### config.mk
export PLATFORM = sky130hd
export DESIGN_NAME = nib_rot_seq
export DESIGN_NICKNAME = d
export VERILOG_FILES = /design/src/rtl/nib_rot_pkg.sv /design/src/rtl/nib_rot_fsm.sv /design/src/rtl/nib_rot_core.sv /design/src/rtl/nib_rot_flags.sv /design/src/rtl/nib_rot_seq.sv
export SDC_FILE = /design/constraint.sdc
export NUM_CORES = 1
export LEC_CHECK = 0
export ABC_AREA = 1
export BUFFER_PORTS_ARGS = -buffer_cell sky130_fd_sc_hd__clkbuf_2
export CORE_ASPECT_RATIO = 1.4
export CORE_MARGIN = 4
export CORE_UTILIZATION = 45
export CTS_BUF_LIST = sky130_fd_sc_hd__clkbuf_8
export CTS_CLUSTER_SIZE = 14
export DETAILED_ROUTE_END_ITERATION = 10
export PLACE_DENSITY = 0.76
export SYNTH_ARGS = -nofsm -noshare
export SYNTH_HDL_FRONTEND = slang
export SYNTH_SLANG_ARGS = --single-unit
export TNS_END_PERCENT = 5
### constraint.sdc
create_clock -name clk_i -period 2.9 [get_ports clk_i]
set_input_delay 0.29 -clock clk_i [delete_from_list [all_inputs] [get_ports clk_i]]
set_output_delay 0.29 -clock clk_i [all_outputs]
set_load 0.05 [all_outputs]
### src/rtl/nib_rot_pkg.sv
package nib_rot_pkg;
  typedef enum logic [2:0] {
    ST_IDLE  = 3'd0,
    ST_READ  = 3'd1,
    ST_WAIT  = 3'd2,
    ST_WRITE = 3'd3,
    ST_DONE  = 3'd4
  } seq_st_e;

  localparam int FL_S = 7;
  localparam int FL_Z = 6;
  localparam int FL_H = 4;
  localparam int FL_X = 3;
  localparam int FL_P = 2;
  localparam int FL_N = 1;
  localparam int FL_C = 0;
endpackage

### src/rtl/nib_rot_fsm.sv
module nib_rot_fsm
  import nib_rot_pkg::*;
(
  input  logic    clk_i,
  input  logic    rst_ni,
  input  logic    start_i,
  output seq_st_e state_o
);
  seq_st_e st_q, st_d;

  always_comb begin
    st_d = st_q;
    unique case (st_q)
      ST_IDLE:  if (start_i) st_d = ST_READ;
      ST_READ:  st_d = ST_WAIT;
      ST_WAIT:  st_d = ST_WRITE;
      ST_WRITE: st_d = ST_DONE;
      ST_DONE:  st_d = ST_IDLE;
      default:  st_d = ST_IDLE;
    endcase
  end

  always_ff @(posedge clk_i or negedge rst_ni) begin
    if (!rst_ni) st_q <= ST_IDLE;
    else         st_q <= st_d;
  end

  assign state_o = st_q;

  p_leave_idle_only_on_start_r8: assert property (@(posedge clk_i) disable iff (!rst_ni)
    (st_q == ST_IDLE && !start_i) |=> st_q == ST_IDLE);
  p_no_restart_r8: assert property (@(posedge clk_i) disable iff (!rst_ni)
    (st_q == ST_READ) |=> st_q == ST_WAIT);
endmodule

### src/rtl/nib_rot_core.sv
// Twelve-bit group rotate: acc low nibble and both memory nibbles.
module nib_rot_core #(
  parameter int NIB = 4,
  localparam int DW = 2 * NIB
) (
  input  logic          right_i,
  input  logic [DW-1:0] acc_i,
  input  logic [DW-1:0] mem_i,
  output logic [DW-1:0] acc_o,
  output logic [DW-1:0] mem_o
);
  logic [NIB-1:0] a_hi, a_lo, m_hi, m_lo;

  assign a_hi = acc_i[DW-1:NIB];
  assign a_lo = acc_i[NIB-1:0];
  assign m_hi = mem_i[DW-1:NIB];
  assign m_lo = mem_i[NIB-1:0];

  always_comb begin
    if (right_i) begin
      acc_o = {a_hi, m_lo};
      mem_o = {a_lo, m_hi};
    end else begin
      acc_o = {a_hi, m_hi};
      mem_o = {m_lo, a_lo};
    end
  end
endmodule

### src/rtl/nib_rot_flags.sv
module nib_rot_flags
  import nib_rot_pkg::*;
#(
  parameter int DW = 8
) (
  input  logic [DW-1:0] acc_i,
  input  logic [7:0]    flags_i,
  output logic [7:0]    flags_o
);
  always_comb begin
    flags_o       = flags_i;
    flags_o[FL_S] = acc_i[DW-1];
    flags_o[FL_Z] = (acc_i == '0);
    flags_o[FL_P] = ~^acc_i;
    flags_o[FL_H] = 1'b0;
    flags_o[FL_X] = 1'b0;
    flags_o[FL_N] = 1'b0;
  end
endmodule

### src/rtl/nib_rot_seq.sv
module nib_rot_seq
  import nib_rot_pkg::*;
#(
  parameter int AW  = 8,
  parameter int NIB = 4,
  localparam int DW = 2 * NIB
) (
  input  logic          clk_i,
  input  logic          rst_ni,
  input  logic          start_i,
  input  logic          dir_right_i,
  input  logic [AW-1:0] addr_i,
  input  logic          ld_i,
  input  logic [DW-1:0] acc_ld_i,
  input  logic [7:0]    flags_ld_i,
  input  logic [DW-1:0] mem_rdata_i,
  output logic          mem_re_o,
  output logic          mem_we_o,
  output logic [AW-1:0] mem_addr_o,
  output logic [DW-1:0] mem_wdata_o,
  output logic [DW-1:0] acc_o,
  output logic [7:0]    flags_o,
  output logic          busy_o,
  output logic          done_o
);
  seq_st_e       state;
  logic          idle;
  logic          go;
  logic          right_q;
  logic [AW-1:0] addr_q;
  logic [DW-1:0] acc_q, wdata_q, acc_nx, mem_nx;
  logic [7:0]    flags_q, flags_nx;

  assign idle = (state == ST_IDLE);
  assign go   = start_i && idle;

  nib_rot_fsm u_fsm (
    .clk_i   (clk_i),
    .rst_ni  (rst_ni),
    .start_i (start_i),
    .state_o (state)
  );

  nib_rot_core #(.NIB(NIB)) u_core (
    .right_i (right_q),
    .acc_i   (acc_q),
    .mem_i   (mem_rdata_i),
    .acc_o   (acc_nx),
    .mem_o   (mem_nx)
  );

  nib_rot_flags #(.DW(DW)) u_flags (
    .acc_i   (acc_nx),
    .flags_i (flags_q),
    .flags_o (flags_nx)
  );

  always_ff @(posedge clk_i or negedge rst_ni) begin
    if (!rst_ni) begin
      right_q <= 1'b0;
      addr_q  <= '0;
      acc_q   <= '0;
      flags_q <= '0;
      wdata_q <= '0;
    end else begin
      if (go) begin
        right_q <= dir_right_i;
        addr_q  <= addr_i;
      end
      if (ld_i && idle) begin
        acc_q   <= acc_ld_i;
        flags_q <= flags_ld_i;
      end
      // read data is valid in WAIT, one cycle after the read enable
      if (state == ST_WAIT) begin
        acc_q   <= acc_nx;
        flags_q <= flags_nx;
        wdata_q <= mem_nx;
      end
    end
  end

  assign mem_re_o    = (state == ST_READ);
  assign mem_we_o    = (state == ST_WRITE);
  assign mem_addr_o  = addr_q;
  assign mem_wdata_o = wdata_q;
  assign acc_o       = acc_q;
  assign flags_o     = flags_q;
  assign busy_o      = !idle;
  assign done_o      = (state == ST_DONE);

  p_bus_exclusive_r5: assert property (@(posedge clk_i) disable iff (!rst_ni)
    !(mem_re_o && mem_we_o));
  p_write_after_read_r5: assert property (@(posedge clk_i) disable iff (!rst_ni)
    mem_we_o |-> ($past(mem_re_o, 2) && mem_addr_o == $past(mem_addr_o, 2)));
  p_done_after_write_r5: assert property (@(posedge clk_i) disable iff (!rst_ni)
    done_o |-> $past(mem_we_o));
  p_done_pulse_r8: assert property (@(posedge clk_i) disable iff (!rst_ni)
    done_o |=> !done_o);
  p_cleared_flags_r6: assert property (@(posedge clk_i) disable iff (!rst_ni)
    done_o |-> (!flags_o[FL_H] && !flags_o[FL_X] && !flags_o[FL_N]));
  p_carry_kept_r7: assert property (@(posedge clk_i) disable iff (!rst_ni)
    !(ld_i && idle) |=> $stable(flags_o[FL_C]));
  p_no_load_busy_r9: assert property (@(posedge clk_i) disable iff (!rst_ni)
    (busy_o && !mem_re_o && !$past(mem_re_o)) |=> $stable(acc_o));
endmodule

== Yosys cells after proc, flatten, opt, wreduce, memory -nomap -nowiden ==
Cells that the tools add are included.

* Bits of input ports: 37
* Output and inout bits: 36
* Register bits after elaboration: 36
* Logic and storage cells: 29

* Reduce and logical (&&, ||, !) cells: 8
* Equal/unequal tests: 5
* Multiplexer cells: 8
* Bitwise operators: 1

{| class="wikitable"
|+ Operators by type and width
! cell !! count
|-
| $mux 8 || 5
|-
| $pmux 3 s4 || 1
|-
| $logic_not 8->1 || 1
|-
| $reduce_xnor 8->1 || 1
|-
| $eq 3x2->1 const B || 2
|-
| $mux 4 || 1
|-
| $eq 3x1->1 const B || 1
|-
| $eq 3x3->1 const B || 1
|-
| $logic_not 3->1 || 1
|-
| $mux 3 || 1
|-
| $logic_and 1x1->1 || 2
|-
| $ne 2x2->1 const B || 1
|-
| $reduce_and 2->1 || 1
|-
| $reduce_bool 2->1 || 1
|-
| $logic_not 1->1 || 1
|-
| $not 1->1 || 1
|}

== Logic depth before layout (Yosys ltp) ==
Gate-level depths: netlist (run 1).

* Depth after elaboration: 4
* Mapped depth: 11
* Mapped depth without buffers: 11

== Cells and area by module ==
A second synthesis (run 1) with hierarchy kept.

* Cells, all modules: 298
* Area total of the unflattened synthesis: 2154.6 µm²

{| class="wikitable"
|+ Modules (own cells, without submodules)
! module !! seq. area each (µm²) !! area each (µm²) !! cells an instance !! instances
|-
| nib_rot_seq || 825.8 || 1640.3 || 201 || 1
|-
| nib_rot_flags || 0.0 || 211.5 || 41 || 1
|-
| nib_rot_core || 0.0 || 187.7 || 43 || 1
|-
| nib_rot_fsm || 75.1 || 115.1 || 13 || 1
|}

== Worst setup path after synthesis (run 1) ==
OpenSTA, ideal clock, no wires.

* Path type: reg2out
* Start point: register u_fsm.st_q[0] (netlist: u_fsm.state_o[0])
* End point: output done_o
* Path slack: 1080 ps
* Required time: 2610 ps
* Arrival: 1530 ps
* Cell stages (with the launch flop): 2
* Path buffers: 0
* Cell sequence: dfrtp_1 nor3_1

* Longest elaborated chain between the ends: 1

{| class="wikitable"
|+ RTL lines
! item !! line !! text
|-
| start, declared || nib_rot_fsm.sv:9 || <nowiki>seq_st_e st_q, st_d;</nowiki>
|-
| start signal, assigned || nib_rot_fsm.sv:25 || <nowiki>else st_q <= st_d;</nowiki>
|-
| $eq 3x3->1 || nib_rot_seq.sv:90 || <nowiki>assign done_o = (state == ST_DONE);</nowiki>
|-
| end, declared || nib_rot_seq.sv:24 || <nowiki>output logic done_o</nowiki>
|}

Every way passes these cells.

== Worst setup path after layout (run 1) ==
* Start point: register right_q
* End point: register flags_q[2] (netlist: flags_o[2])

* Longest elaborated chain between the ends: 3

{| class="wikitable"
|+ RTL lines
! item !! line !! text
|-
| start, declared || nib_rot_seq.sv:29 || <nowiki>logic right_q;</nowiki>
|-
| start signal, assigned || nib_rot_seq.sv:67 || <nowiki>right_q <= dir_right_i;</nowiki>
|-
| $mux 4 || nib_rot_core.sv:20 || <nowiki>if (right_i) begin</nowiki>
|-
| $reduce_xnor 8->1 || nib_rot_flags.sv:14 || <nowiki>flags_o[FL_P] = ~^acc_i;</nowiki>
|-
| $mux 8 || nib_rot_seq.sv:75 || <nowiki>if (state == ST_WAIT) begin</nowiki>
|-
| end signal, assigned || nib_rot_seq.sv:72 || <nowiki>flags_q <= flags_ld_i;</nowiki>
|-
| end signal, assigned || nib_rot_seq.sv:77 || <nowiki>flags_q <= flags_nx;</nowiki>
|-
| end, declared || nib_rot_seq.sv:32 || <nowiki>logic [7:0] flags_q, flags_nx;</nowiki>
|}

Every way passes these cells.
A chain may end at the register's enable or synchronous reset.

==> results of run 1 <==
## worst paths after layout
kind / start / end / slack (ns) / cells past startpoint
worst min register to register: mem_wdata_o[2]$_DFFE_PN0N_ / mem_wdata_o[2]$_DFFE_PN0N_ / 0.47 / 2
worst max register to register: right_q$_DFFE_PN0P_ / flags_o[2]$_DFFE_PN0P_ / 1.09 / 9
worst min-delay path: rst_ni / mem_wdata_o[0]$_DFFE_PN0N_ / 0.11 / 1
worst max-delay path: right_q$_DFFE_PN0P_ / flags_o[2]$_DFFE_PN0P_ / 1.09 / 9
max in group asynchronous: rst_ni / flags_o[5]$_DFFE_PN0P_ / 2.24 / 1
min in group clk_i: flags_ld_i[3] / flags_o[3]$_DFFE_PN0P_ / 0.21 / 3
## metal layers
layer / global-route usage [%] / vias to the layer above / routed length [µm]
met5: 0 / - / 0
li1: - / 817 / -
met1: 20.7 / 690 / 1510
met4: 5.86 / 0 / 45
met3: 5.19 / 5 / 262
met2: 28.7 / 42 / 1950
## placed cells by master (no fill, tap or decap), drive strengths merged
cell type	netlist	final
o21ai	32	32
inv	31	31
dfrtp	36	36
ha	4	4
nand2	90	90
nor3	2	2
clkbuf	1	79
nand4	1	1
bufinv	0	1
nor2	4	4
nand3	9	9
or2	4	4
## registers in the layout, indices dropped and copies added, names as in the netlist
name / count
acc_o: 8
mem_wdata_o: 8
u_fsm.state_o: 3
mem_addr_o: 8
flags_o: 8
right_q: 1
## final cells by class
cell class	instances	area (µm²)
Fill cell	360	1440
Sequential cell	36	901
Multi-Input combinational cell	146	683
Timing Repair Buffer	72	360
Inverter	31	116
Clock buffer	7	96.3
Tap cell	42	52.6
Clock inverter	1	30.0
## stage by stage
step	setup slack [ns]	hold slack [ns]	utilization (%)	cell area [µm²]
CTS	1.08	0.148	60.9	2240
floorplan	1.08	-0.00559	-	1740
detailed placement	1.10	0.454	57.5	2110
finish	1.09	0.112	60.9	2240
global placement	1.20	0.452	57.5	2110
global route	0.853	0.185	60.9	2240
## cells by family after synthesis
logic type,after synthesis,share of synthesized area (%)
AND/OR/NAND/NOR,110,26.4
AO/OA/AOI/OAI,32,10.1
adder cells (fa/ha/maj),4,2.88
flip-flops,36,51.9
buffers and inverters,37,8.72
==> results list, run 1 <==
- The routed design has 3.76 mm of wire.
- Largest fanout on the critical path: 25
* Post-synthesis instance total: 219
- Total number of nets in the final design: 333
* Post-detail-place hpwl: 2.96 mm
* CP bufs+invs: 1
- Async set-or-reset flop fraction in the synthesized netlist: 100%
- Entering global routing, the biggest net connects 37 pins.
* Period minus WS final: 1.81 ns
- Clock latency on the worst-skew pair: 0.28 ns
- The first detailed-routing pass ran for 4 iterations.
- Post-Synthesis Net Count: 260
- The via count of the first global-routing pass was 1,442.
* Number of clock sinks seen by CTS: 36
- Counting the buffers created by CTS gives 5.
* Final RePlAce weighted congestion: 0.788
- Synthesized area: 0.00174 mm²
- 73 I/O pins were placed.
- Transition time at the pin with the least slew margin: 0.871 ns
- After clock tree synthesis, the clock-pin slew on the worst setup and hold paths is 0.07 ns.
- Most instantiated library cell after synthesis: nand2_1
* Hold/Removal Path Class: in -> async
- Number of hold-repair buffers added at the cts stage: 0
* Top flip-flop cell by instance count after synthesis: dfrtp_1
* Critical path class: reg -> reg
* Share of Yosys cell area claimed by the top area cell type: 51.9%
- Post-synth EDFFs: 0
- Remaining max-slew budget at the tightest pin: 41.9%
- Of the synthesized area, sequential elements account for 51.9%.
- Data required time at the worst endpoint: 3.06 ns
- Number of warnings reported in the yosys synthesis log: 0
- After detailed routing, the average wire length per cell comes to 11.2 µm.
- The first global-routing pass estimated 6.31 mm of wire.
- Highest clock frequency the design can meet: 553 MHz
* DP Cell Count: 327
* Category of the worst setup path capture point: flip-flop
* Fin Setup TNS: 0 ns
- The floorplan has 26 rows.
- Detail Route Antenna Nets: 0
- RSZ-0062 raised after global routing: false
- For this design, the slowest cell found on the critical path is dfrtp_1.
* Count of vias placed by the detailed router: 1,554
- In this run, synthesis produced a sequential element count of 36.
- The H-tree was split into 2 levels.
- The die covers 0.00493 mm².
- TritonCTS built the clock tree.
* Count of unique library cells instantiated by Yosys: 19
* Final period util: 62.3%
- Setup violations remaining at the end of the flow were counted as 0.
- Global Route Usage Sum: 17.1%
- Master cell of the clock root buffer: clkbuf_8
- WP data arrival: 1.97 ns
* Sum of overflow across all layers after global routing: 0
* Area of the core: 0.00368 mm²
- After synthesis, the most frequently instantiated cells are nand2_1, dfrtp_1, inv_1.
- The max-slew violation count came to 0.
* Main area contributors after synthesis: dfrtp_1, nand2_1, o21ai_0, inv_1, ha_1
- Using the TritonRoute via totals, the vias-per-cell ratio works out to 4.64.
- From bottom edge to top edge, the die measures 81.5 µm.
- Initial detailed-routing violation count: 42
- The largest total area in the synthesized netlist belongs to dfrtp_1.
* Mean post-synth cell area: 7.92 µm²
- Post-CTS timing repair inserted 0 buffers for setup.
- In this design, the critical path's most frequently occurring cell is nand2_1.
- After detailed routing, the number of remaining DRC violations is 0.
- The worst setup path is launched from a flip-flop.
- The clock passes through at most 2 buffers.
- Setup clock skew after layout: 0.00305 ns
- From synthesis to final layout, the design area changed by 29.1%.
- The post-route netlist has 30.4% of its cells at a drive strength greater than 1.
- Count of final hold-check violations: 0
- Broken down by cell family, the worst path's largest delay share belongs to flip-flops.
- Once the floorplan was initialized, standard cells occupied 47.2% of the core.
- For this run, the number of standard cells in the final layout without fillers is 335.
- Antenna violations before repair: 0
- Max incr delay on CP: 0.72 ns
* Die W: 60.5 µm
- Total of max-cap violations: 0
- The signal on the critical path passes through o21ai_0 > ha_1 > inv_1 > nand2_1 > nand2_1 > nand2_1 > nand2_1 > nand2_1 > nand3_1.
* Run status: finished, final reports clean
* Number of instances resized during post-cts repair: 0
- Port Buffers: 72
- Number of antenna cells inserted: 0
Power of run 1 is not shown: default switching activity piles up to over one toggle a cycle in this logic, so the estimate is an artifact.
==> run 2, diff against run 1 <==
--- a/config.mk
+++ b/config.mk
@@ -9,11 +9,11 @@
 export BUFFER_PORTS_ARGS = -buffer_cell sky130_fd_sc_hd__clkbuf_2
 export CORE_ASPECT_RATIO = 1.4
 export CORE_MARGIN = 4
-export CORE_UTILIZATION = 45
+export CORE_UTILIZATION = 44
 export CTS_BUF_LIST = sky130_fd_sc_hd__clkbuf_8
 export CTS_CLUSTER_SIZE = 14
 export DETAILED_ROUTE_END_ITERATION = 10
-export PLACE_DENSITY = 0.76
+export PLACE_DENSITY = 0.77
 export SYNTH_ARGS = -nofsm -noshare
 export SYNTH_HDL_FRONTEND = slang
 export SYNTH_SLANG_ARGS = --single-unit
==> constraint.sdc (replaced) <==
create_clock -name clk_i -period 1.5 [get_ports clk_i]
set_input_delay 0.15 -clock clk_i [delete_from_list [all_inputs] [get_ports clk_i]]
set_output_delay 0.15 -clock clk_i [all_outputs]
set_load 0.05 [all_outputs]
==> run 2 against run 1 <==
- the flow now finishes with violations (negative setup slack)
- highest routed layer unchanged
- setup slack got worse by 1.1 ns
- count of clock-buffer cells in the layout down 1
- fmax grew 19%
- die area increased by 2.0%
- via count grew 4.9%
- first-iteration DRC count grew 100%
- wire length grew 11%
==> results list, run 2 (same netlist as run 1, synthesis figures left out) <==
* Run status: finished, violations left
* Violated checks: negative setup slack
* Antenna violations before repair: 0 (unchanged)
- In this run the most critical hold path is launched from flags_ld_i[4].
- Total of max-cap violations: 0 (unchanged)
- Number of max-slew violations in the final report: 0 (unchanged)
- The width of the die is 61.1 µm (+0.98%).
- Hold/Removal Path Class: in -> reg
* RR Startpoint: right_q$_DFFE_PN0P_
* Master cell of the clock root buffer: clkbuf_8
- The residual overflow from global routing was 0 (unchanged).
- # DRC: 0 (unchanged)
* Post-detail-place hpwl: 3.26 mm (+10%)
- The clock-pin slew of the registers on the worst-case setup and hold paths was 0.07 ns (about the same).
* Clock latency on the worst-skew pair: 0.29 ns (about the same)
- The hold slack was 0.0507 ns (-0.0618 ns).
- Reg-to-reg slack, setup: -0.02 ns (-1.11 ns)
- The transition time at the pin with the least slew margin was 0.493 ns (-0.377 ns).
* Global Route Usage Sum: 18.3% (+1.2 points)
- Detail Route Antenna Nets: 0 (unchanged)
- Remaining max-slew budget at the tightest pin: 67.1% (+25 points)
- The final hold violation count came to 0 (unchanged).
- Tracing the worst setup path back leads to its startpoint at right_q$_DFFE_PN0P_.
- Largest net degree at the start of global routing: 21 (-43%)
- The share of post-route cells with drive strength above 1 came to 34.8% (+4.4 points).
- RSZ-0062 raised after global routing: true
- Most frequent standard cell in the layout excluding fill and tap cells: nand2_1
- Category of the worst setup path capture point: flip-flop
- The routed wire length per instance came to 12.1 µm (+7.8%).
* Port Buffers: 72 (unchanged)
- Period minus WS final: 1.52 ns (-0.286 ns)
- Highest clock frequency the design can meet: 657 MHz (+19%)
- The via count of the first global-routing pass was 1,591 (+10%).
* Final RePlAce weighted congestion: 0.808 (+2.6%)
- TritonCTS built the clock tree.
- Initial detailed-routing violation count: 84 (+100%)
- The aggregate routed wire length came to 4.17 mm (+11%).
- Number of clock sinks seen by CTS: 36 (unchanged)
* Worst slack at placement: 0.00382 ns (-1.10 ns)
* Area of the core: 0.00374 mm² (+1.8%)
- Final-report setup violation count: 1 (+1)
- The area of the die was 0.00503 mm² (+2.0%).
- Total I/O pin count: 73 (unchanged)
* WP data arrival: 1.70 ns (-0.27 ns)
* Commonest cells after routing, fill and taps aside: nand2_1, clkbuf_2, dfrtp_1, inv_1, o21ai_0
- Number of H-tree levels: 2 (unchanged)
* Number of CTS-inserted buffers: 5 (unchanged)
- Largest fanout on the critical path: 6 (-76%)
* Fin worst setup slack: -0.0217 ns (-1.11 ns)
- The post-detailed-route via-to-cell ratio was 4.74 (+2.1%).
* Die Y-Extent: 82.3 µm (+1.0%)
* Starting density of the core: 46.4% (-0.82 points)
- Total number of nets in the final design: 342 (+2.7%)
* Number of search-and-repair iterations in the first detailed-routing pass: 4 (unchanged)
* Number of antenna cells inserted: 0 (unchanged)
- Count of vias placed by the detailed router: 1,630 (+4.9%)
* Critical path class: reg -> reg
* Global-route wire length before repair: 6.83 mm (+8.3%)
- Maximum number of buffers from clock root to sink: 2 (unchanged)
* Setup clock skew after layout: 0.00335 ns (+0.000302 ns)
- Data required time at the worst endpoint: 1.68 ns (-1.38 ns)
* Number of standard-cell rows in the floorplan: 26 (unchanged)
- The area growth from synthesis to layout is 34.7%.
- Final period util: 101% (+39 points)
* Kind of start point of the critical path: flip-flop
-- run 2: worst paths after layout --
| kind | end | cells after the start |
|---|---|---|
| max | flags_o[2]$_DFFE_PN0P_ | 11 |
| max in group asynchronous | mem_wdata_o[0]$_DFFE_PN0N_ | 3 |
| min in group asynchronous | mem_addr_o[2]$_DFFE_PN0P_ | 2 |
| max reg2reg | flags_o[2]$_DFFE_PN0P_ | 11 |
| min reg2reg | mem_wdata_o[0]$_DFFE_PN0N_ | 2 |
| min | flags_o[4]$_DFFE_PN0P_ | 3 |
-- run 2: worst max-delay path, cell delays in order (launching register included) --
cell and delay (ns):
dfrtp_2 0.45, buf_6 0.15, nand2_2 0.07, o21ai_2 0.06, ha_1 0.32, inv_2 0.06, nand2_2 0.05, nand2_1 0.04
nand2_1 0.06, nand2_1 0.05, nand2_1 0.05, nand3_1 0.06
-- run 2: area by class of cell --
cell class / instances / area [µm²]
Timing Repair Buffer: 81 / 452
Tap cell: 42 / 52.6
Multi-Input combinational cell: 146 / 724
Clock buffer: 6 / 82.6
Inverter: 31 / 116
Sequential cell: 36 / 902
Fill cell: 349 / 1400
Clock inverter: 2 / 7.51
-- run 2: metal layers --
metal  routed length (µm)  GRT usage (%)
met1                 1560           20.2
met5                    0              0
met2                 2230           31.9
met4                  113           8.46
met3                  271           4.98
-- run 2: repair_timing --
item	in CTS	in global routing
endpoints found under the hold margin	13	0
hold buffers	1	0
setup endpoints to repair	1	8
buffers inserted	0	1
gates resized for setup	2	18
pin swaps	0	3
-- run 2: per-stage QoR --
stage / utilization, % / TNS (ns) / cell area [µm²] / instances
after floorplan: - / 0 / 1740 / 219
after global placement: 58.4 / 0 / 2180 / 334
after detailed placement: 58.4 / 0 / 2180 / 334
after CTS: 61.1 / 0 / 2280 / 343
after global routing: 62.5 / -0.166 / 2340 / 344
final: 62.5 / -0.0217 / 2340 / 344
Power of run 2 is left out for the same reason.
